`src/rtl/seqspi_pkg.sv`:
```
package seqspi_pkg;

    typedef enum logic [2:0] {
        ST_IDLE,
        ST_DECODE,
        ST_WAIT_TX,
        ST_WAIT_RX,
        ST_SHIFT
    } seq_state_e;

    localparam logic [2:0] A_PROG = 3'd0;
    localparam logic [2:0] A_LOOP = 3'd1;
    localparam logic [2:0] A_CLK  = 3'd2;
    localparam logic [2:0] A_TX   = 3'd3;
    localparam logic [2:0] A_RX   = 3'd4;
    localparam logic [2:0] A_STAT = 3'd5;

    localparam logic [3:0] OPC_STOP = 4'h0;
    localparam logic [3:0] OPC_SEL  = 4'h1;
    localparam logic [3:0] OPC_OUT  = 4'h3;
    localparam logic [3:0] OPC_IN   = 4'h4;
    localparam logic [3:0] OPC_BR   = 4'hE;

    localparam logic [3:0] RST_STEP1 = 4'b0101;
    localparam logic [3:0] RST_STEP2 = 4'b1010;

    function automatic logic [7:0] state_code(seq_state_e s);
        logic [7:0] c;
        unique case (s)
            ST_IDLE:    c = 8'h01;
            ST_DECODE:  c = 8'h02;
            ST_WAIT_TX: c = 8'h04;
            ST_WAIT_RX: c = 8'h08;
            ST_SHIFT:   c = 8'h10;
            default:    c = 8'h00;
        endcase
        return c;
    endfunction

endpackage

```
`src/rtl/seqspi_baud.sv`:
```
module seqspi_baud #(
    parameter int DIV_W = 12
) (
    input  logic             clk,
    input  logic             rst_n,
    input  logic             en,
    input  logic [DIV_W-1:0] div,
    output logic             tick
);
    logic [DIV_W-1:0] cnt;

    assign tick = en && (cnt == div);

    always_ff @(posedge clk or negedge rst_n) begin
        if (!rst_n)             cnt <= '0;
        else if (!en || tick)   cnt <= '0;
        else                    cnt <= cnt + DIV_W'(1);
    end
endmodule

```
`src/rtl/seqspi_shifter.sv`:
```
module seqspi_shifter #(
    parameter int W    = 64,
    parameter int NB_W = 4
) (
    input  logic            clk,
    input  logic            rst_n,
    input  logic            abort,
    input  logic            start,
    input  logic            dir_out,
    input  logic [NB_W-1:0] nbytes,
    input  logic [W-1:0]    tx_word,
    input  logic            tick,
    input  logic            miso,
    output logic            busy,
    output logic            done,
    output logic [W-1:0]    rx_word,
    output logic            sck,
    output logic            mosi
);
    localparam int BITS_W = NB_W + 3;

    logic              active;
    logic              phase;
    logic              out_mode;
    logic [BITS_W-1:0] bits_left;
    logic [W-1:0]      sh_out;
    logic [W-1:0]      sh_in;

    always_ff @(posedge clk or negedge rst_n) begin
        if (!rst_n) begin
            active    <= 1'b0;
            phase     <= 1'b0;
            out_mode  <= 1'b0;
            bits_left <= '0;
            sh_out    <= '0;
            sh_in     <= '0;
            done      <= 1'b0;
        end else begin
            done <= 1'b0;
            if (abort) begin
                active <= 1'b0;
                phase  <= 1'b0;
            end else if (start && !active) begin
                sh_out    <= tx_word;
                sh_in     <= '0;
                bits_left <= {nbytes, 3'b000};
                out_mode  <= dir_out;
                phase     <= 1'b0;
                active    <= 1'b1;
            end else if (active && tick) begin
                if (!phase) begin
                    phase <= 1'b1;
                    sh_in <= {sh_in[W-2:0], miso};
                end else begin
                    phase     <= 1'b0;
                    sh_out    <= {sh_out[W-2:0], 1'b0};
                    bits_left <= bits_left - BITS_W'(1);
                    if (bits_left == BITS_W'(1)) begin
                        active <= 1'b0;
                        done   <= 1'b1;
                    end
                end
            end
        end
    end

    assign busy    = active;
    assign rx_word = sh_in;
    assign sck     = active && phase;
    assign mosi    = active && out_mode && sh_out[W-1];
endmodule

```
`src/rtl/seqspi_ctrl.sv`:
```
module seqspi_ctrl
    import seqspi_pkg::*;
#(
    parameter int NUM_CS = 4,
    parameter int W      = 64
) (
    input  logic              clk,
    input  logic              rst_n,
    input  logic              sw_rst,
    input  logic              go,
    input  logic [W-1:0]      prog,
    input  logic [7:0]        loop_cnt,
    input  logic              tx_full,
    input  logic              rx_full,
    input  logic              shift_done,
    output logic              shift_start,
    output logic              shift_dir_out,
    output logic [3:0]        shift_nbytes,
    output logic              tx_take,
    output logic              rx_load,
    output logic              loop_dec,
    output logic [NUM_CS-1:0] cs_n,
    output seq_state_e        state
);
    localparam int SLOTS = W / 8;
    localparam int PC_W  = $clog2(SLOTS);

    seq_state_e      nstate;
    logic [PC_W-1:0] pc, npc;
    logic [3:0]      dev_sel, nsel;
    logic [3:0]      nb_q, nnb;
    logic            in_mode, nmode;
    logic [7:0]      op;
    logic            last;
    seq_state_e      adv_state;
    logic [PC_W-1:0] adv_pc;

    assign op        = prog[8*(SLOTS-1-int'(pc)) +: 8];
    assign last      = (pc == PC_W'(SLOTS-1));
    assign adv_state = last ? ST_IDLE : ST_DECODE;
    assign adv_pc    = last ? pc : pc + PC_W'(1);

    always_comb begin
        nstate      = state;
        npc         = pc;
        nsel        = dev_sel;
        nnb         = nb_q;
        nmode       = in_mode;
        shift_start = 1'b0;
        tx_take     = 1'b0;
        rx_load     = 1'b0;
        loop_dec    = 1'b0;
        unique case (state)
            ST_IDLE: begin
                if (go) begin
                    nstate = ST_DECODE;
                    npc    = '0;
                end
            end
            ST_DECODE: begin
                case (op[7:4])
                    OPC_SEL: begin
                        nstate = adv_state;
                        npc    = adv_pc;
                        nsel   = last ? 4'd0 : op[3:0];
                    end
                    OPC_OUT, OPC_IN: begin
                        if (op[3:0] == 4'd0) begin
                            nstate = ST_IDLE;
                            nsel   = 4'd0;
                        end else begin
                            nstate = (op[7:4] == OPC_OUT) ? ST_WAIT_TX : ST_WAIT_RX;
                            nnb    = op[3:0];
                            nmode  = (op[7:4] == OPC_IN);
                        end
                    end
                    OPC_BR: begin
                        if (loop_cnt != 8'd0) begin
                            loop_dec = 1'b1;
                            npc      = op[PC_W-1:0];
                        end else begin
                            nstate = adv_state;
                            npc    = adv_pc;
                            if (last) nsel = 4'd0;
                        end
                    end
                    default: begin
                        nstate = ST_IDLE;
                        nsel   = 4'd0;
                    end
                endcase
            end
            ST_WAIT_TX: begin
                if (tx_full) begin
                    shift_start = 1'b1;
                    tx_take     = 1'b1;
                    nstate      = ST_SHIFT;
                end
            end
            ST_WAIT_RX: begin
                if (!rx_full) begin
                    shift_start = 1'b1;
                    nstate      = ST_SHIFT;
                end
            end
            ST_SHIFT: begin
                if (shift_done) begin
                    rx_load = in_mode;
                    nstate  = adv_state;
                    npc     = adv_pc;
                    if (last) nsel = 4'd0;
                end
            end
            default: begin
                nstate = ST_IDLE;
                nsel   = 4'd0;
            end
        endcase
    end

    always_ff @(posedge clk or negedge rst_n) begin
        if (!rst_n) begin
            state   <= ST_IDLE;
            pc      <= '0;
            dev_sel <= 4'd0;
            nb_q    <= 4'd0;
            in_mode <= 1'b0;
        end else if (sw_rst) begin
            state   <= ST_IDLE;
            pc      <= '0;
            dev_sel <= 4'd0;
        end else begin
            state   <= nstate;
            pc      <= npc;
            dev_sel <= nsel;
            nb_q    <= nnb;
            in_mode <= nmode;
        end
    end

    assign shift_dir_out = !in_mode;
    assign shift_nbytes  = nb_q;

    for (genvar i = 0; i < NUM_CS; i++) begin : g_cs
        assign cs_n[i] = (dev_sel != 4'(i + 1));
    end
endmodule

```
`src/rtl/seqspi_master.sv`:
```
module seqspi_master
    import seqspi_pkg::*;
#(
    parameter int NUM_CS = 4,
    parameter int DIV_W  = 12
) (
    input  logic              clk,
    input  logic              rst_n,
    input  logic              host_wr,
    input  logic              host_rd,
    input  logic [2:0]        host_addr,
    input  logic [63:0]       host_wdata,
    output logic [63:0]       host_rdata,
    output logic              sck,
    output logic              mosi,
    input  logic              miso,
    output logic [NUM_CS-1:0] cs_n
);
    localparam int W       = 64;
    localparam int DIV_LSB = 52;

    seq_state_e       seq_state;
    logic [7:0]       stat_state;
    logic [W-1:0]     prog_q, tx_q, rx_q, rx_word;
    logic [7:0]       loop_q;
    logic [DIV_W-1:0] div_q;
    logic             tx_full, rx_full, rst_armed;
    logic             f_tx_left, f_tx_ovw, f_rx_empty, f_rx_unread;
    logic             sw_rst, go, rx_rd, wr_tx, wr_clk;
    logic             shift_start, shift_dir_out, shift_done, shift_busy, tick;
    logic [3:0]       shift_nbytes;
    logic             tx_take, rx_load, loop_dec;
    logic [3:0]       rst_field;

    assign stat_state = state_code(seq_state);
    assign rst_field  = host_wdata[39:36];
    assign wr_clk     = host_wr && (host_addr == A_CLK);
    assign wr_tx      = host_wr && (host_addr == A_TX);
    assign sw_rst     = wr_clk && rst_armed && (rst_field == RST_STEP2);
    assign go         = host_wr && (host_addr == A_PROG) && (seq_state == ST_IDLE);
    assign rx_rd      = host_rd && (host_addr == A_RX);

    always_ff @(posedge clk or negedge rst_n) begin
        if (!rst_n) begin
            prog_q    <= '0;
            loop_q    <= 8'd0;
            div_q     <= '0;
            rst_armed <= 1'b0;
        end else begin
            if (go) prog_q <= host_wdata;
            if (loop_dec)
                loop_q <= loop_q - 8'd1;
            else if (host_wr && host_addr == A_LOOP)
                loop_q <= host_wdata[39:32];
            if (wr_clk) begin
                if (rst_field == 4'd0) div_q <= host_wdata[DIV_LSB +: DIV_W];
                rst_armed <= (rst_field == RST_STEP1);
            end
        end
    end

    always_ff @(posedge clk or negedge rst_n) begin
        if (!rst_n) begin
            tx_q <= '0;  tx_full <= 1'b0;
            rx_q <= '0;  rx_full <= 1'b0;
            f_tx_left <= 1'b0;  f_tx_ovw <= 1'b0;
            f_rx_empty <= 1'b0; f_rx_unread <= 1'b0;
        end else if (sw_rst) begin
            tx_full <= 1'b0;  rx_full <= 1'b0;
            f_tx_left <= 1'b0;  f_tx_ovw <= 1'b0;
            f_rx_empty <= 1'b0; f_rx_unread <= 1'b0;
        end else begin
            if (go && tx_full) f_tx_left   <= 1'b1;
            if (go && rx_full) f_rx_unread <= 1'b1;
            if (tx_take) tx_full <= 1'b0;
            if (wr_tx) begin
                if (tx_full) f_tx_ovw <= 1'b1;
                else begin
                    tx_q    <= host_wdata;
                    tx_full <= 1'b1;
                end
            end
            if (rx_rd) begin
                if (rx_full) rx_full <= 1'b0;
                else         f_rx_empty <= 1'b1;
            end
            if (rx_load) begin
                rx_q    <= rx_word;
                rx_full <= 1'b1;
            end
        end
    end

    always_comb begin
        host_rdata = '0;
        case (host_addr)
            A_PROG: host_rdata = prog_q;
            A_LOOP: host_rdata[39:32] = loop_q;
            A_CLK:  host_rdata[DIV_LSB +: DIV_W] = div_q;
            A_TX:   host_rdata = tx_q;
            A_RX:   host_rdata = rx_q;
            A_STAT: host_rdata = {rx_full, f_rx_unread, f_rx_empty, 1'b0,
                                  tx_full, f_tx_ovw, f_tx_left, 1'b0,
                                  stat_state, 48'd0};
            default: host_rdata = '0;
        endcase
    end

    seqspi_baud #(.DIV_W(DIV_W)) u_baud (
        .clk(clk), .rst_n(rst_n), .en(shift_busy), .div(div_q), .tick(tick)
    );

    seqspi_shifter #(.W(W), .NB_W(4)) u_shift (
        .clk(clk), .rst_n(rst_n), .abort(sw_rst), .start(shift_start),
        .dir_out(shift_dir_out), .nbytes(shift_nbytes), .tx_word(tx_q),
        .tick(tick), .miso(miso), .busy(shift_busy), .done(shift_done),
        .rx_word(rx_word), .sck(sck), .mosi(mosi)
    );

    seqspi_ctrl #(.NUM_CS(NUM_CS), .W(W)) u_ctrl (
        .clk(clk), .rst_n(rst_n), .sw_rst(sw_rst), .go(go), .prog(prog_q),
        .loop_cnt(loop_q), .tx_full(tx_full), .rx_full(rx_full),
        .shift_done(shift_done), .shift_start(shift_start),
        .shift_dir_out(shift_dir_out), .shift_nbytes(shift_nbytes),
        .tx_take(tx_take), .rx_load(rx_load), .loop_dec(loop_dec),
        .cs_n(cs_n), .state(seq_state)
    );
endmodule

```
`config.mk`:
```
export PLATFORM = sky130hd
export DESIGN_NAME = seqspi_master
export DESIGN_NICKNAME = d
export VERILOG_FILES = /design/src/rtl/seqspi_pkg.sv /design/src/rtl/seqspi_baud.sv /design/src/rtl/seqspi_shifter.sv /design/src/rtl/seqspi_ctrl.sv /design/src/rtl/seqspi_master.sv
export SDC_FILE = /design/constraint.sdc
export NUM_CORES = 1
export LEC_CHECK = 0
export BUFFER_PORTS_ARGS = -buffer_cell sky130_fd_sc_hd__clkbuf_2
export CORE_MARGIN = 3
export CORE_UTILIZATION = 50
export DETAILED_ROUTE_END_ITERATION = 16
export PLACE_DENSITY = 0.68
export SKIP_LAST_GASP = 1
export SLEW_MARGIN = 5
export SYNTH_ARGS = -nofsm -noshare
export SYNTH_HDL_FRONTEND = slang
export SYNTH_SLANG_ARGS = --single-unit
```
`constraint.sdc`:
```
create_clock -name clk -period 3.9 [get_ports clk]
set_input_delay 0 -clock clk [delete_from_list [all_inputs] [get_ports clk]]
set_output_delay 0 -clock clk [all_outputs]
set_load 0.02 [all_outputs]
```
==> results of run 1 <==
[metal layers]
layer / part of all wire / up-vias
li1: - / 6354
met1: 0.44 / 6903
met2: 0.47 / 456
met3: 0.061 / 87
met4: 0.028 / 4
met5: 0.00047 / -
[report_power, final]
| part | total (uW) | switching (uW) | leakage (uW) | internal, uW |
|---|---|---|---|---|
| Combinational | 3570 | 1910 | 0.00484 | 1660 |
| Sequential | 6430 | 1280 | 0.00504 | 5150 |
| Clock | 4180 | 1650 | 0.000722 | 2540 |
| Total | 14200 | 4840 | 0.0106 | 9350 |
[state kept, by name (all words and copies together), names as in the netlist, 3 cells and up]
name                 cells
u_ctrl.state             3
u_shift.sh_out          64
u_ctrl.dev_sel           4
loop_q                   8
u_shift.bits_left        7
rx_q                    64
u_shift.rx_word         64
u_baud.cnt              12
tx_q                    64
u_ctrl.shift_nbytes      4
div_q                   12
u_ctrl.pc                3
prog_q                  64
[cells in the final DEF (no fill, tap or decap), types with 7 or more instances in the layout]
cell type	count
sky130_fd_sc_hd__dfrtp_1	385
sky130_fd_sc_hd__clkbuf_8	7
sky130_fd_sc_hd__buf_4	27
sky130_fd_sc_hd__clkinv_2	8
sky130_fd_sc_hd__clkbuf_16	44
sky130_fd_sc_hd__o22ai_1	13
sky130_fd_sc_hd__nand3_1	14
sky130_fd_sc_hd__o21ai_1	30
sky130_fd_sc_hd__nor2_1	56
sky130_fd_sc_hd__a22oi_1	8
sky130_fd_sc_hd__mux2i_1	136
sky130_fd_sc_hd__a21oi_1	30
sky130_fd_sc_hd__inv_1	16
sky130_fd_sc_hd__mux4_2	13
sky130_fd_sc_hd__dlygate4sd3_1	68
sky130_fd_sc_hd__xor2_1	19
sky130_fd_sc_hd__nand2_1	468
sky130_fd_sc_hd__clkbuf_2	139
sky130_fd_sc_hd__mux2_1	10
sky130_fd_sc_hd__mux2_2	138
sky130_fd_sc_hd__and3_1	8
sky130_fd_sc_hd__o21ai_0	179
sky130_fd_sc_hd__clkbuf_1	8
[cell type report]
class / instances / area [sq um] / share of cell area
repair buffers: 239 / 1670 / 0.0781
flip-flops and latches: 385 / 9630 / 0.449
multi-input cells: 1236 / 8030 / 0.375
well taps: 461 / 577 / 0.0269
clock inverters: 17 / 234 / 0.0109
inverters: 16 / 60.1 / 0.00280
clock buffers: 59 / 1230 / 0.0572
[how the worst max path moves through the flow]
stage                 start                 to  slack [ns]  depth (start not counted)
2_1_floorplan  u_ctrl.pc[2]  u_ctrl.dev_sel[1]        1.63                          8
3_3_place_gp   u_ctrl.pc[2]    u_ctrl.state[2]        1.09                          8
3_5_place_dp   u_ctrl.pc[2]    u_ctrl.state[2]        1.01                          8
4_1_cts        u_ctrl.pc[2]    u_ctrl.state[2]        0.99                          8
5_1_grt        u_ctrl.pc[2]  u_ctrl.dev_sel[3]        0.78                          8
6_report       u_ctrl.pc[2]    u_ctrl.state[2]        0.96                          8
[stage by stage]
stage          power, uW  area [sq um]  worst slack, ns
5_1_grt            15000         21400            0.784
4_1_cts            14200         21400            0.992
6_report           14200         21400            0.961
3_5_place_dp        9970         19300             1.01
2_1_floorplan       8590         18200             1.63
3_3_place_gp        9800         19300             1.09
[tightest hold or removal path: cells and delay by family]
family / cells / cell delay [ns]
AO/OA/AOI/OAI: 1 / 0.08
buffers and inverters: 1 / 0.14
AND/OR/NAND/NOR: 3 / 0.35
[kinds of logic after synthesis]
logic type,synth area share
AOI/OAI and AO/OA,0.0937
xor gates and xnor gates,0.0115
adders and majority gates,0.00343
buffers and inverters,0.0334
DFF,0.529
muxes,0.190
and+or+nand+nor,0.139
[repair_timing]
action,4_1_cts,5_1_grt
hold endpoints to repair,258,0
hold buffers,68,0
setup buffers,0,0
==> tab_implementation.tex, run 1 <==
\begin{tabular}{lr}
\hline
Metric & Value \\
\hline
\multicolumn{2}{l}{\textbf{Run status}} \\
Result of the run & finished clean \\
\multicolumn{2}{l}{\textbf{Critical path}} \\
Crit-path max cell delay & 0.68 ns \\
Critical path class & reg2reg \\
RR Startpoint & u\_ctrl.pc[2] \\
Arrival @ worst endpoint & 3.42 ns \\
Worst Path Max Fanout & 13 \\
Worst reg-to-reg path cell count & 8 \\
Type of destination of the critical path & flip-flop \\
Total buffers and inverters traversed by the critical path & 1 \\
Register-to-Register Setup Slack & 0.96 ns \\
Cell family with the largest share of critical-path delay & multiplexers \\
Reg2Reg Capture Point & u\_ctrl.state[2] \\
Worst path slowest cell & sky130\_fd\_sc\_hd\_\_dfrtp\_1 \\
Kind of start point of the critical path & flip-flop \\
Required time worst endpoint & 4.38 ns \\
Sequence of cells on the critical path & buf\_4, mux4\_2, mux2\_4, and4\_4, nand2\_2, o221ai\_2, o32a\_1, nor2\_1 \\
\multicolumn{2}{l}{\textbf{Placement}} \\
Gpl congestion & 0.874 \\
Post-detailed-placement half-perimeter wirelength & 34900 microns \\
Number of instances in the placed design & 2269 \\
Quantity of I/O buffers inserted on ports & 141 \\
\multicolumn{2}{l}{\textbf{STA}} \\
Total setup violations reported at the end of the flow & 0 \\
Max Clock Skew & 0.0216 ns \\
Worst Max-Slew Pin Slew & 0.993 ns \\
Worst-case headroom to the max-slew limit & 0.338 \\
Final-report hold violation count & 0 \\
Setup TNS after final layout & 0 ns \\
Max Slew Vio Count & 0 \\
Achievable clock frequency & 340 MHz \\
Final clock period utilization by the worst path & 0.753 \\
Setup repair after global routing missed its margin & no \\
Min Clock Period, post-route & 2.94 ns \\
Hold WS & 0.0538 ns \\
\multicolumn{2}{l}{\textbf{Drt}} \\
Post-detailed-route wirelength per cell & 21.1 microns \\
Drt first pass iters & 5 \\
Starting DRT DRC Count & 1226 \\
DRC violations left & 0 \\
Post-route antenna net violation count & 0 \\
Via density per instance & 5.72 \\
Wire length after detailed routing & 51000 microns \\
Vias post-DR & 13800 \\
\multicolumn{2}{l}{\textbf{Synthesis}} \\
Number of storage elements in the synthesis netlist & 385 \\
Number of nets in the synthesized netlist & 1828 \\
Number of enable flip-flop cells after synthesis & 0 \\
Main area contributors after synthesis & sky130\_fd\_sc\_hd\_\_dfrtp\_1, sky130\_fd\_sc\_hd\_\_nand2\_1, sky130\_fd\_sc\_hd\_\_mux2\_2 \\
Dominant cell type by area after synthesis & sky130\_fd\_sc\_hd\_\_dfrtp\_1 \\
Register area share after synthesis & 0.529 \\
Number of cells produced by synthesis & 1751 \\
Top post-synthesis cells by count & sky130\_fd\_sc\_hd\_\_nand2\_1, sky130\_fd\_sc\_hd\_\_dfrtp\_1, sky130\_fd\_sc\_hd\_\_o21ai\_0 \\
Ys flop type & sky130\_fd\_sc\_hd\_\_dfrtp\_1 \\
Number of distinct standard cells referenced by the synthesized netlist & 77 \\
Most frequently used cell type in the post-synthesis netlist & sky130\_fd\_sc\_hd\_\_nand2\_1 \\
Post-synthesis async set-or-reset flop share & 1.00 \\
Syn Std Cell Area & 18200 sq um \\
Post-synth top area share & 0.529 \\
Average cell area after synthesis & 10.4 sq um \\
Count of yosys warnings during synthesis & 0 \\
\multicolumn{2}{l}{\textbf{Global route}} \\
Initial antenna violation count & 2 \\
Most heavily used metal layer in global routing & met2 \\
Fraction of met3 tracks used by global routing & 0.0443 \\
Combined global-route utilization of all metal layers & 0.267 \\
Wire length of the first global-routing pass & 80600 microns \\
Congestion Overflow GR & 0 \\
M2 GR Usage & 0.422 \\
Number of global-route vias before repair & 13900 \\
Routing usage on met1 & 0.384 \\
Largest net degree at the start of global routing & 129 \\
\multicolumn{2}{l}{\textbf{Die}} \\
Floorplan die area & 38800 sq um \\
X dimension of the die & 197 microns \\
IO Count & 142 \\
Std-Cell Rows & 69 \\
Area of the core region & 35700 sq um \\
Die extent in y & 197 microns \\
Initial core utilization & 0.510 \\
\multicolumn{2}{l}{\textbf{Cells and area}} \\
Util after Layout & 0.600 \\
Fraction of layout cells with a size suffix above 1 & 0.220 \\
Area growth from synthesis to layout & 17.7\% \\
\# nets final & 1998 \\
\# diodes & 0 \\
Final cell count without fillers & 2413 \\
Fillcell total & 2962 \\
\multicolumn{2}{l}{\textbf{Power}} \\
Leak & 0.0106 uW \\
P per Cell Area & 662 nW/um\^{}2 \\
Max rail drop VDD & 0.381 mV \\
\multicolumn{2}{l}{\textbf{Clock network}} \\
Num Clock Sinks & 385 \\
Clock latency on the worst-skew pair & 0.56 ns \\
CTS tree & yes \\
H-Tree Level Count & 2 \\
Number of instances resized during post-cts repair & 0 \\
Reg clk slew, reported paths & 0.07 ns \\
CTS Root Cell & sky130\_fd\_sc\_hd\_\_clkbuf\_16 \\
Clock Path Buffers & 3 \\
CTS buffer count & 43 \\
\multicolumn{2}{l}{\textbf{Min path}} \\
WHS Endpoint & f\_tx\_ovw \\
Type of the most critical hold path & in2reg \\
Count of cells along the worst hold path & 5 \\
Beginning of the worst hold path & host\_wr \\
\multicolumn{2}{l}{\textbf{Flow run}} \\
Max-cap violations & 0 \\
\hline
\end{tabular}
No activity file was read; power rests on OpenSTA's default activity.
==> inputs of run 2 (changes only) <==
- PLACE_DENSITY: 0.68 -> 0.71
- clock period: 3.9 -> 2.38 ns (I/O delays scaled with it)
==> run 2 against run 1 <==
The flow now finishes with violations (setup timing). Wire length increased by 1.7%. Worst setup slack got worse by 1.0 ns. Sequential share of layout area decreased by 1.6 points. Cell count increased by 2.0%. Flip-flop and latch count unchanged. Largest cell class unchanged. Largest power group unchanged.
==> tab_implementation.tex, run 2 (same netlist as run 1, synthesis figures left out) <==
\begin{tabular}{lr}
\hline
Metric & Value \\
\hline
\multicolumn{2}{l}{\textbf{Critical path}} \\
Worst reg-to-reg path cell count & 8 (unchanged) \\
Critical path class & reg2reg \\
Timing startpoint of the critical path & u\_ctrl.pc[2] \\
Reg2Reg Capture Point & u\_ctrl.dev\_sel[3] \\
Register-to-Register Setup Slack & -0.04 ns (-1.00 ns) \\
Worst Path Max Fanout & 8 (-5) \\
Arrival @ worst endpoint & 2.83 ns (-0.59 ns) \\
Type of destination of the critical path & flip-flop \\
Termination of the worst setup path & u\_ctrl.dev\_sel[3] \\
RR Startpoint & u\_ctrl.pc[2] \\
Kind of start point of the critical path & flip-flop \\
Required time worst endpoint & 2.79 ns (-1.59 ns) \\
\multicolumn{2}{l}{\textbf{Drt}} \\
Starting DRT DRC Count & 1319 (+7.6\%) \\
Drt first pass iters & 6 (+1) \\
Post-route antenna net violation count & 0 (unchanged) \\
Via density per instance & 5.73 (+0.22\%) \\
Wire length after detailed routing & 51800 microns (+1.7\%) \\
Vias post-DR & 14100 (+2.3\%) \\
Post-detailed-route wirelength per cell & 21.0 microns (-0.35\%) \\
DRC violations left & 0 (unchanged) \\
\multicolumn{2}{l}{\textbf{Die}} \\
Area of the core region & 35700 sq um (unchanged) \\
Initial core utilization & 0.510 (unchanged) \\
Die extent in y & 197 microns (unchanged) \\
Floorplan die area & 38800 sq um (unchanged) \\
Std-Cell Rows & 69 (unchanged) \\
IO Count & 142 (unchanged) \\
X dimension of the die & 197 microns (unchanged) \\
\multicolumn{2}{l}{\textbf{Global route}} \\
Congestion Overflow GR & 0 (unchanged) \\
Wire length of the first global-routing pass & 80400 microns (-0.22\%) \\
Initial antenna violation count & 0 (-2) \\
Number of global-route vias before repair & 13900 (+0.087\%) \\
Largest net degree at the start of global routing & 82 (-36\%) \\
Combined global-route utilization of all metal layers & 0.263 (-0.00377) \\
\multicolumn{2}{l}{\textbf{Cells and area}} \\
Area taken by flip-flops and latches & 9640 sq um (about the same) \\
Leading cell type in the layout, fill and taps excluded & sky130\_fd\_sc\_hd\_\_nand2\_1 \\
Area growth from synthesis to layout & 22.1\% \\
\# nets final & 2051 (+2.7\%) \\
Fraction of layout cells with a size suffix above 1 & 0.249 (+0.0282) \\
Top library cells by usage in the layout, fill and taps aside & sky130\_fd\_sc\_hd\_\_nand2\_1, sky130\_fd\_sc\_hd\_\_dfrtp\_1, sky130\_fd\_sc\_hd\_\_o21ai\_0, sky130\_fd\_sc\_hd\_\_clkbuf\_2, sky130\_fd\_sc\_hd\_\_mux2\_2 \\
Fillcell total & 2832 (-4.4\%) \\
Combined area of the multi-input logic cells & 8210 sq um (+2.2\%) \\
Design Area, Final & 22200 sq um (+3.7\%) \\
\multicolumn{2}{l}{\textbf{Power}} \\
Pwr Total & 24000 uW (+69\%) \\
P per Cell Area & 1080 nW/um\^{}2 (+63\%) \\
Leak & 0.0109 uW (+3.2\%) \\
Max rail drop VDD & 0.732 mV (+92\%) \\
\multicolumn{2}{l}{\textbf{STA}} \\
Max Slew Vio Count & 0 (unchanged) \\
Total setup violations reported at the end of the flow & 5 (+5) \\
Worst Max-Slew Pin Slew & 0.960 ns (-0.0323 ns) \\
Fin worst setup slack & -0.0360 ns (-0.997 ns) \\
Min Clock Period, post-route & 2.42 ns (-0.523 ns) \\
Achievable clock frequency & 414 MHz (+22\%) \\
Setup repair after global routing missed its margin & yes \\
Final-report hold violation count & 0 (unchanged) \\
Final clock period utilization by the worst path & 1.02 (+0.262) \\
Max Clock Skew & 0.0182 ns (-0.00343 ns) \\
Worst-case headroom to the max-slew limit & 0.360 (+0.0215) \\
\multicolumn{2}{l}{\textbf{Clock network}} \\
Clock Path Buffers & 3 (unchanged) \\
CTS buffer count & 42 (-2.3\%) \\
Clock latency on the worst-skew pair & 0.54 ns (-0.02 ns) \\
CTS tree & yes \\
Reg clk slew, reported paths & 0.06 ns (about the same) \\
CTS Root Cell & sky130\_fd\_sc\_hd\_\_clkbuf\_16 \\
Num Clock Sinks & 385 (unchanged) \\
H-Tree Level Count & 2 (unchanged) \\
\multicolumn{2}{l}{\textbf{Min path}} \\
Type of the most critical hold path & in2async \\
\multicolumn{2}{l}{\textbf{Placement}} \\
Post-detailed-placement half-perimeter wirelength & 34900 microns (about the same) \\
Gpl congestion & 0.959 (+9.7\%) \\
Instance area after placement & 19800 sq um (+2.7\%) \\
DP Worst Slack & -0.102 ns (-1.11 ns) \\
Quantity of I/O buffers inserted on ports & 141 (unchanged) \\
\multicolumn{2}{l}{\textbf{Run status}} \\
Result of the run & complete, but fails checks \\
Failing checks & setup timing \\
\multicolumn{2}{l}{\textbf{Flow run}} \\
Max-cap violations & 0 (unchanged) \\
\hline
\end{tabular}
[run 2: cell count changes in the layout (fill, tap and decap cells not counted), sizes merged]
cell and change:
clkbuf +5, bufinv -2, clkinvlp -1, diode +1, inv -2, o21ai +1
clkinv -4, buf +51
[run 2: how the worst min path moves through the flow]
stage	slack (ns)	depth (start not counted)	start	to
after floorplan	-0.30	0	rst_n	div_q[0]
after global placement	0.05	1	rst_n	u_shift.sh_out[39]
after detailed placement	0.06	1	rst_n	u_shift.sh_out[39]
after CTS	0.05	5	host_addr[2]	loop_q[0]
after global routing	0.13	5	host_addr[2]	loop_q[0]
final	0.07	2	rst_n	u_shift.sh_out[39]
[run 2: where the power goes]
part           leakage [uW]  switching [uW]  internal [uW]
sequential          0.00504            1910           8440
clock              0.000673            2540           3930
combinational       0.00523            3700           3500
total                0.0109            8160          15900
[run 2: layer usage]
metal  up-vias  part of all wire  GRT usage
li1       6465                 -          -
met3        87             0.064     0.0352
met5         -                 0          0
met1      7037              0.45      0.390
met2       526              0.46      0.412
met4         0             0.028     0.0715
[run 2: worst max-delay path: stages (launching register included)]
cell and delay [ns]:
sky130_fd_sc_hd__dfrtp_1 0.40, sky130_fd_sc_hd__buf_12 0.14, sky130_fd_sc_hd__mux4_2 0.54, sky130_fd_sc_hd__mux2_4 0.30, sky130_fd_sc_hd__and3_1 0.17, sky130_fd_sc_hd__o211a_1 0.29
sky130_fd_sc_hd__nor3_4 0.18, sky130_fd_sc_hd__o21ai_2 0.11, sky130_fd_sc_hd__o2bb2ai_1 0.14
[run 2: timing repair]
| item | 4_1_cts | 5_1_grt |
|---|---|---|
| setup endpoints to repair | 65 | 84 |
| hold endpoints to repair | 245 | 0 |
| pin swaps | 2 | 22 |
| resized for setup | 4 | 44 |
| hold buffers | 68 | 0 |
| cloned | 0 | 3 |
| buffers inserted | 2 | 14 |
[run 2: cell type report]
class,count,share of cell area
well taps,461,0.0259
multi-input cells,1237,0.369
clock buffers,62,0.0562
flip-flops and latches,385,0.433
inverters,16,0.00270
diodes,1,0.000113
repair buffers,292,0.108
clock inverters,8,0.00518
[run 2: metrics by stage]
stage / setup TNS (ns) / instances / util / hold slack [ns]
2_1_floorplan: 0 / 1751 / - / -0.296
3_3_place_gp: 0 / 2304 / 0.554 / 0.0466
3_5_place_dp: -2.24 / 2304 / 0.554 / 0.0559
4_1_cts: -0.00152 / 2444 / 0.612 / 0.0508
5_1_grt: -1.12 / 2461 / 0.622 / 0.131
6_report: -0.122 / 2462 / 0.622 / 0.0692
==> inputs of run 3 (changes only) <==
- ABC_AREA: unset -> 1
- PLACE_DENSITY: 0.71 -> 0.68
- clock period: 2.38 -> 2.4 ns (I/O delays scaled with it)
==> run 3 against run 2 <==
The run now ends clean. Register-to-register slack better by 0.21 ns. Die area is 1.2% higher. Sequential share of layout area is 0.98 points higher. Count of clock-buffer cells in the layout is 2 lower. Area after synthesis is 1.2% higher. Fmax is 8.6% higher. Worst setup slack better by 0.21 ns. Sequential power is 14% lower. Core utilization is 1.8 points lower. Cell area is 2.2% lower. Global-route usage is 1.1 points higher. Critical endpoint is now u_shift.rx_word[0]. Largest power group unchanged. Highest routed layer is now met5.
==> tab_implementation.tex, run 3 <==
\begin{tabular}{lr}
\hline
Metric & Value \\
\hline
\multicolumn{2}{l}{\textbf{Run status}} \\
Result of the run & finished clean \\
\multicolumn{2}{l}{\textbf{STA}} \\
Max Slew Vio Count & 0 (unchanged) \\
Final-report hold violation count & 0 (unchanged) \\
Min Clock Period, post-route & 2.23 ns (-0.191 ns) \\
Max Clock Skew & 0.0147 ns (-0.00353 ns) \\
Worst-case headroom to the max-slew limit & 0.577 (+0.217) \\
Worst Max-Slew Pin Slew & 0.635 ns (-0.325 ns) \\
Hold WS & 0.0187 ns (-0.0505 ns) \\
Total setup violations reported at the end of the flow & 0 (-5) \\
Fin worst setup slack & 0.175 ns (+0.211 ns) \\
Final clock period utilization by the worst path & 0.927 (-0.0879) \\
Achievable clock frequency & 449 MHz (+8.6\%) \\
\multicolumn{2}{l}{\textbf{Drt}} \\
Drt first pass iters & 6 (unchanged) \\
Via density per instance & 5.46 (-4.8\%) \\
Wire length after detailed routing & 52800 microns (+1.9\%) \\
Starting DRT DRC Count & 1340 (+1.6\%) \\
DRC violations left & 0 (unchanged) \\
Post-detailed-route wirelength per cell & 17.6 microns (-16\%) \\
Post-route antenna net violation count & 0 (unchanged) \\
Vias post-DR & 16400 (+16\%) \\
\multicolumn{2}{l}{\textbf{Synthesis}} \\
Post-synth top area share & 0.522 (-0.00639) \\
Most frequently used cell type in the post-synthesis netlist & sky130\_fd\_sc\_hd\_\_nand2\_1 \\
Count of yosys warnings during synthesis & 0 (unchanged) \\
Syn Std Cell Area & 18400 sq um (+1.2\%) \\
Ys flop type & sky130\_fd\_sc\_hd\_\_dfrtp\_1 \\
Number of distinct standard cells referenced by the synthesized netlist & 42 (-45\%) \\
Number of cells produced by synthesis & 2335 (+33\%) \\
Number of enable flip-flop cells after synthesis & 0 (unchanged) \\
Number of storage elements in the synthesis netlist & 385 (unchanged) \\
Post-synthesis async set-or-reset flop share & 1.00 (unchanged) \\
Register area share after synthesis & 0.522 (-0.00639) \\
Number of nets in the synthesized netlist & 2412 (+32\%) \\
Average cell area after synthesis & 7.90 sq um (-24\%) \\
Dominant cell type by area after synthesis & sky130\_fd\_sc\_hd\_\_dfrtp\_1 \\
Top post-synthesis cells by count & sky130\_fd\_sc\_hd\_\_nand2\_1, sky130\_fd\_sc\_hd\_\_dfrtp\_1, sky130\_fd\_sc\_hd\_\_inv\_1 \\
Main area contributors after synthesis & sky130\_fd\_sc\_hd\_\_dfrtp\_1, sky130\_fd\_sc\_hd\_\_nand2\_1, sky130\_fd\_sc\_hd\_\_o21ai\_0 \\
\multicolumn{2}{l}{\textbf{Critical path}} \\
Worst Path Max Fanout & 37 (+29) \\
Register-to-Register Setup Slack & 0.17 ns (+0.21 ns) \\
Critical path class & reg2reg \\
RR Startpoint & div\_q[10] \\
Worst reg-to-reg path cell count & 8 (unchanged) \\
Sequence of cells on the critical path & xnor2\_1, nand2\_1, nor4\_4, nand3\_2, inv\_2, buf\_12, nand2\_1, o21ai\_0 \\
Most used cell, CP & sky130\_fd\_sc\_hd\_\_nand2\_1 \\
Arrival @ worst endpoint & 2.69 ns (-0.14 ns) \\
Worst path slowest cell & sky130\_fd\_sc\_hd\_\_nor4\_4 \\
Crit-path max cell delay & 0.46 ns (-0.08 ns) \\
Kind of start point of the critical path & flip-flop \\
Cell family with the largest share of critical-path delay & simple AND/OR/NAND/NOR gates \\
Reg2Reg Capture Point & u\_shift.rx\_word[0] \\
Type of destination of the critical path & flip-flop \\
Required time worst endpoint & 2.87 ns (+0.08 ns) \\
Total buffers and inverters traversed by the critical path & 2 (+1) \\
\multicolumn{2}{l}{\textbf{Clock network}} \\
Reg clk slew, reported paths & 0.06 ns (about the same) \\
Clock Path Buffers & 3 (unchanged) \\
Clock latency on the worst-skew pair & 0.55 ns (about the same) \\
H-Tree Level Count & 2 (unchanged) \\
Num Clock Sinks & 385 (unchanged) \\
CTS tree & yes \\
CTS Root Cell & sky130\_fd\_sc\_hd\_\_clkbuf\_16 \\
CTS buffer count & 42 (unchanged) \\
\multicolumn{2}{l}{\textbf{Die}} \\
Std-Cell Rows & 69 (unchanged) \\
X dimension of the die & 198 microns (+0.59\%) \\
Die extent in y & 198 microns (+0.59\%) \\
Floorplan die area & 39200 sq um (+1.2\%) \\
Area of the core region & 36000 sq um (+0.72\%) \\
Initial core utilization & 0.512 (+0.00252) \\
IO Count & 142 (unchanged) \\
\multicolumn{2}{l}{\textbf{Cells and area}} \\
\# nets final & 2583 (+26\%) \\
Leading cell type in the layout, fill and taps excluded & sky130\_fd\_sc\_hd\_\_nand2\_1 \\
Fillcell total & 3209 (+13\%) \\
Top library cells by usage in the layout, fill and taps aside & sky130\_fd\_sc\_hd\_\_nand2\_1, sky130\_fd\_sc\_hd\_\_dfrtp\_1, sky130\_fd\_sc\_hd\_\_inv\_1, sky130\_fd\_sc\_hd\_\_o21ai\_0 \\
Util after Layout & 0.604 (-0.0182) \\
Fraction of layout cells with a size suffix above 1 & 0.114 (-0.134) \\
Final cell count without fillers & 2995 (+22\%) \\
\# diodes & 0 (-1) \\
Area growth from synthesis to layout & 17.9\% \\
\multicolumn{2}{l}{\textbf{Power}} \\
Max rail drop VDD & 0.585 mV (-20\%) \\
Cell internal pwr & 13800 uW (-13\%) \\
Net Switching & 8040 uW (-1.4\%) \\
Portion of total power attributed to the clock network & 0.293 (+0.023) \\
Switching share of power & 0.369 (+0.0293) \\
P per Cell Area & 1000 nW/um\^{}2 (-7.2\%) \\
Sequential power share & 0.411 (-0.020) \\
Combinational share of power & 0.296 (-0.004) \\
Leak & 0.0109 uW (about the same) \\
\multicolumn{2}{l}{\textbf{Global route}} \\
Congestion Overflow GR & 0 (unchanged) \\
Combined global-route utilization of all metal layers & 0.274 (+0.0109) \\
Number of global-route vias before repair & 15800 (+14\%) \\
Initial antenna violation count & 1 (+1) \\
Wire length of the first global-routing pass & 85600 microns (+6.4\%) \\
Largest net degree at the start of global routing & 115 (+40\%) \\
\multicolumn{2}{l}{\textbf{Placement}} \\
Number of instances in the placed design & 2856 (+24\%) \\
DP Worst Slack & 0.176 ns (+0.278 ns) \\
Gpl congestion & 0.889 (-7.3\%) \\
Quantity of I/O buffers inserted on ports & 141 (unchanged) \\
Post-detailed-placement half-perimeter wirelength & 36100 microns (+3.5\%) \\
\multicolumn{2}{l}{\textbf{Flow run}} \\
Max-cap violations & 0 (unchanged) \\
\multicolumn{2}{l}{\textbf{Min path}} \\
Type of the most critical hold path & in2async \\
\hline
\end{tabular}
## run 3: power groups by stage
stage / clock network (uW) / logic, uW / registers, uW
floorplan: 0 / 4390 / 8680
detailed placement: 0 / 6290 / 9020
CTS: 6460 / 6400 / 8940
global route: 6720 / 7300 / 9120
finish: 6380 / 6450 / 8970
global placement: 0 / 6200 / 8980
## run 3: cells by family (layout without fill, tap and decap cells)
family	Yosys count	after routing	share of synthesized area
and+or+nand+nor	1052	1052	0.234
AOI/OAI and AO/OA	450	450	0.136
buffers and inverters	420	619	0.0936
DFF	385	385	0.522
xor gates and xnor gates	23	23	0.0109
adders and majority gates	5	5	0.00339
## run 3: layout make-up
class                   count  area, sq um  area share
flip-flops and latches    385         9630       0.443
multi-input cells        1530         7150       0.329
repair buffers            255         1930      0.0888
clock buffers              60         1260      0.0581
inverters                 292         1100      0.0506
well taps                 461          577      0.0265
clock inverters            12         93.8     0.00432
## run 3: routing by layer
metal	global-route usage	vias to the layer above	wire length (microns)
li1	-	7817	-
met1	0.401	7871	24000
met2	0.416	554	23400
met3	0.0480	109	3550
met4	0.0931	2	1830
met5	0	-	10
## run 3: per-stage QoR
step | total power (uW) | instance area (sq um) | TNS (ns)
after floorplan | 13100 | 18400 | 0
after global placement | 15200 | 19700 | 0
after detailed placement | 15300 | 19700 | 0
after CTS | 21800 | 21700 | 0
after global routing | 23100 | 21700 | -0.00900
final | 21800 | 21700 | 0
## run 3: how the worst max path moves through the flow
stage	end	slack [ns]	cells past startpoint	from
finish	u_shift.rx_word[0]	0.17	8	div_q[10]
global route	u_ctrl.dev_sel[0]	-0.009	13	u_ctrl.pc[1]
CTS	u_shift.bits_left[0]	0.14	7	div_q[10]
detailed placement	u_shift.bits_left[0]	0.18	7	div_q[10]
global placement	u_shift.bits_left[0]	0.21	8	u_baud.cnt[9]
floorplan	loop_q[2]	0.56	13	u_ctrl.pc[1]
## run 3: timing repair
item / CTS / global route
buffers inserted: 0 / 0
setup endpoints to repair: 0 / 9
hold endpoints to repair: 507 / 0
gates resized for setup: 0 / 7
hold buffers: 67 / 0
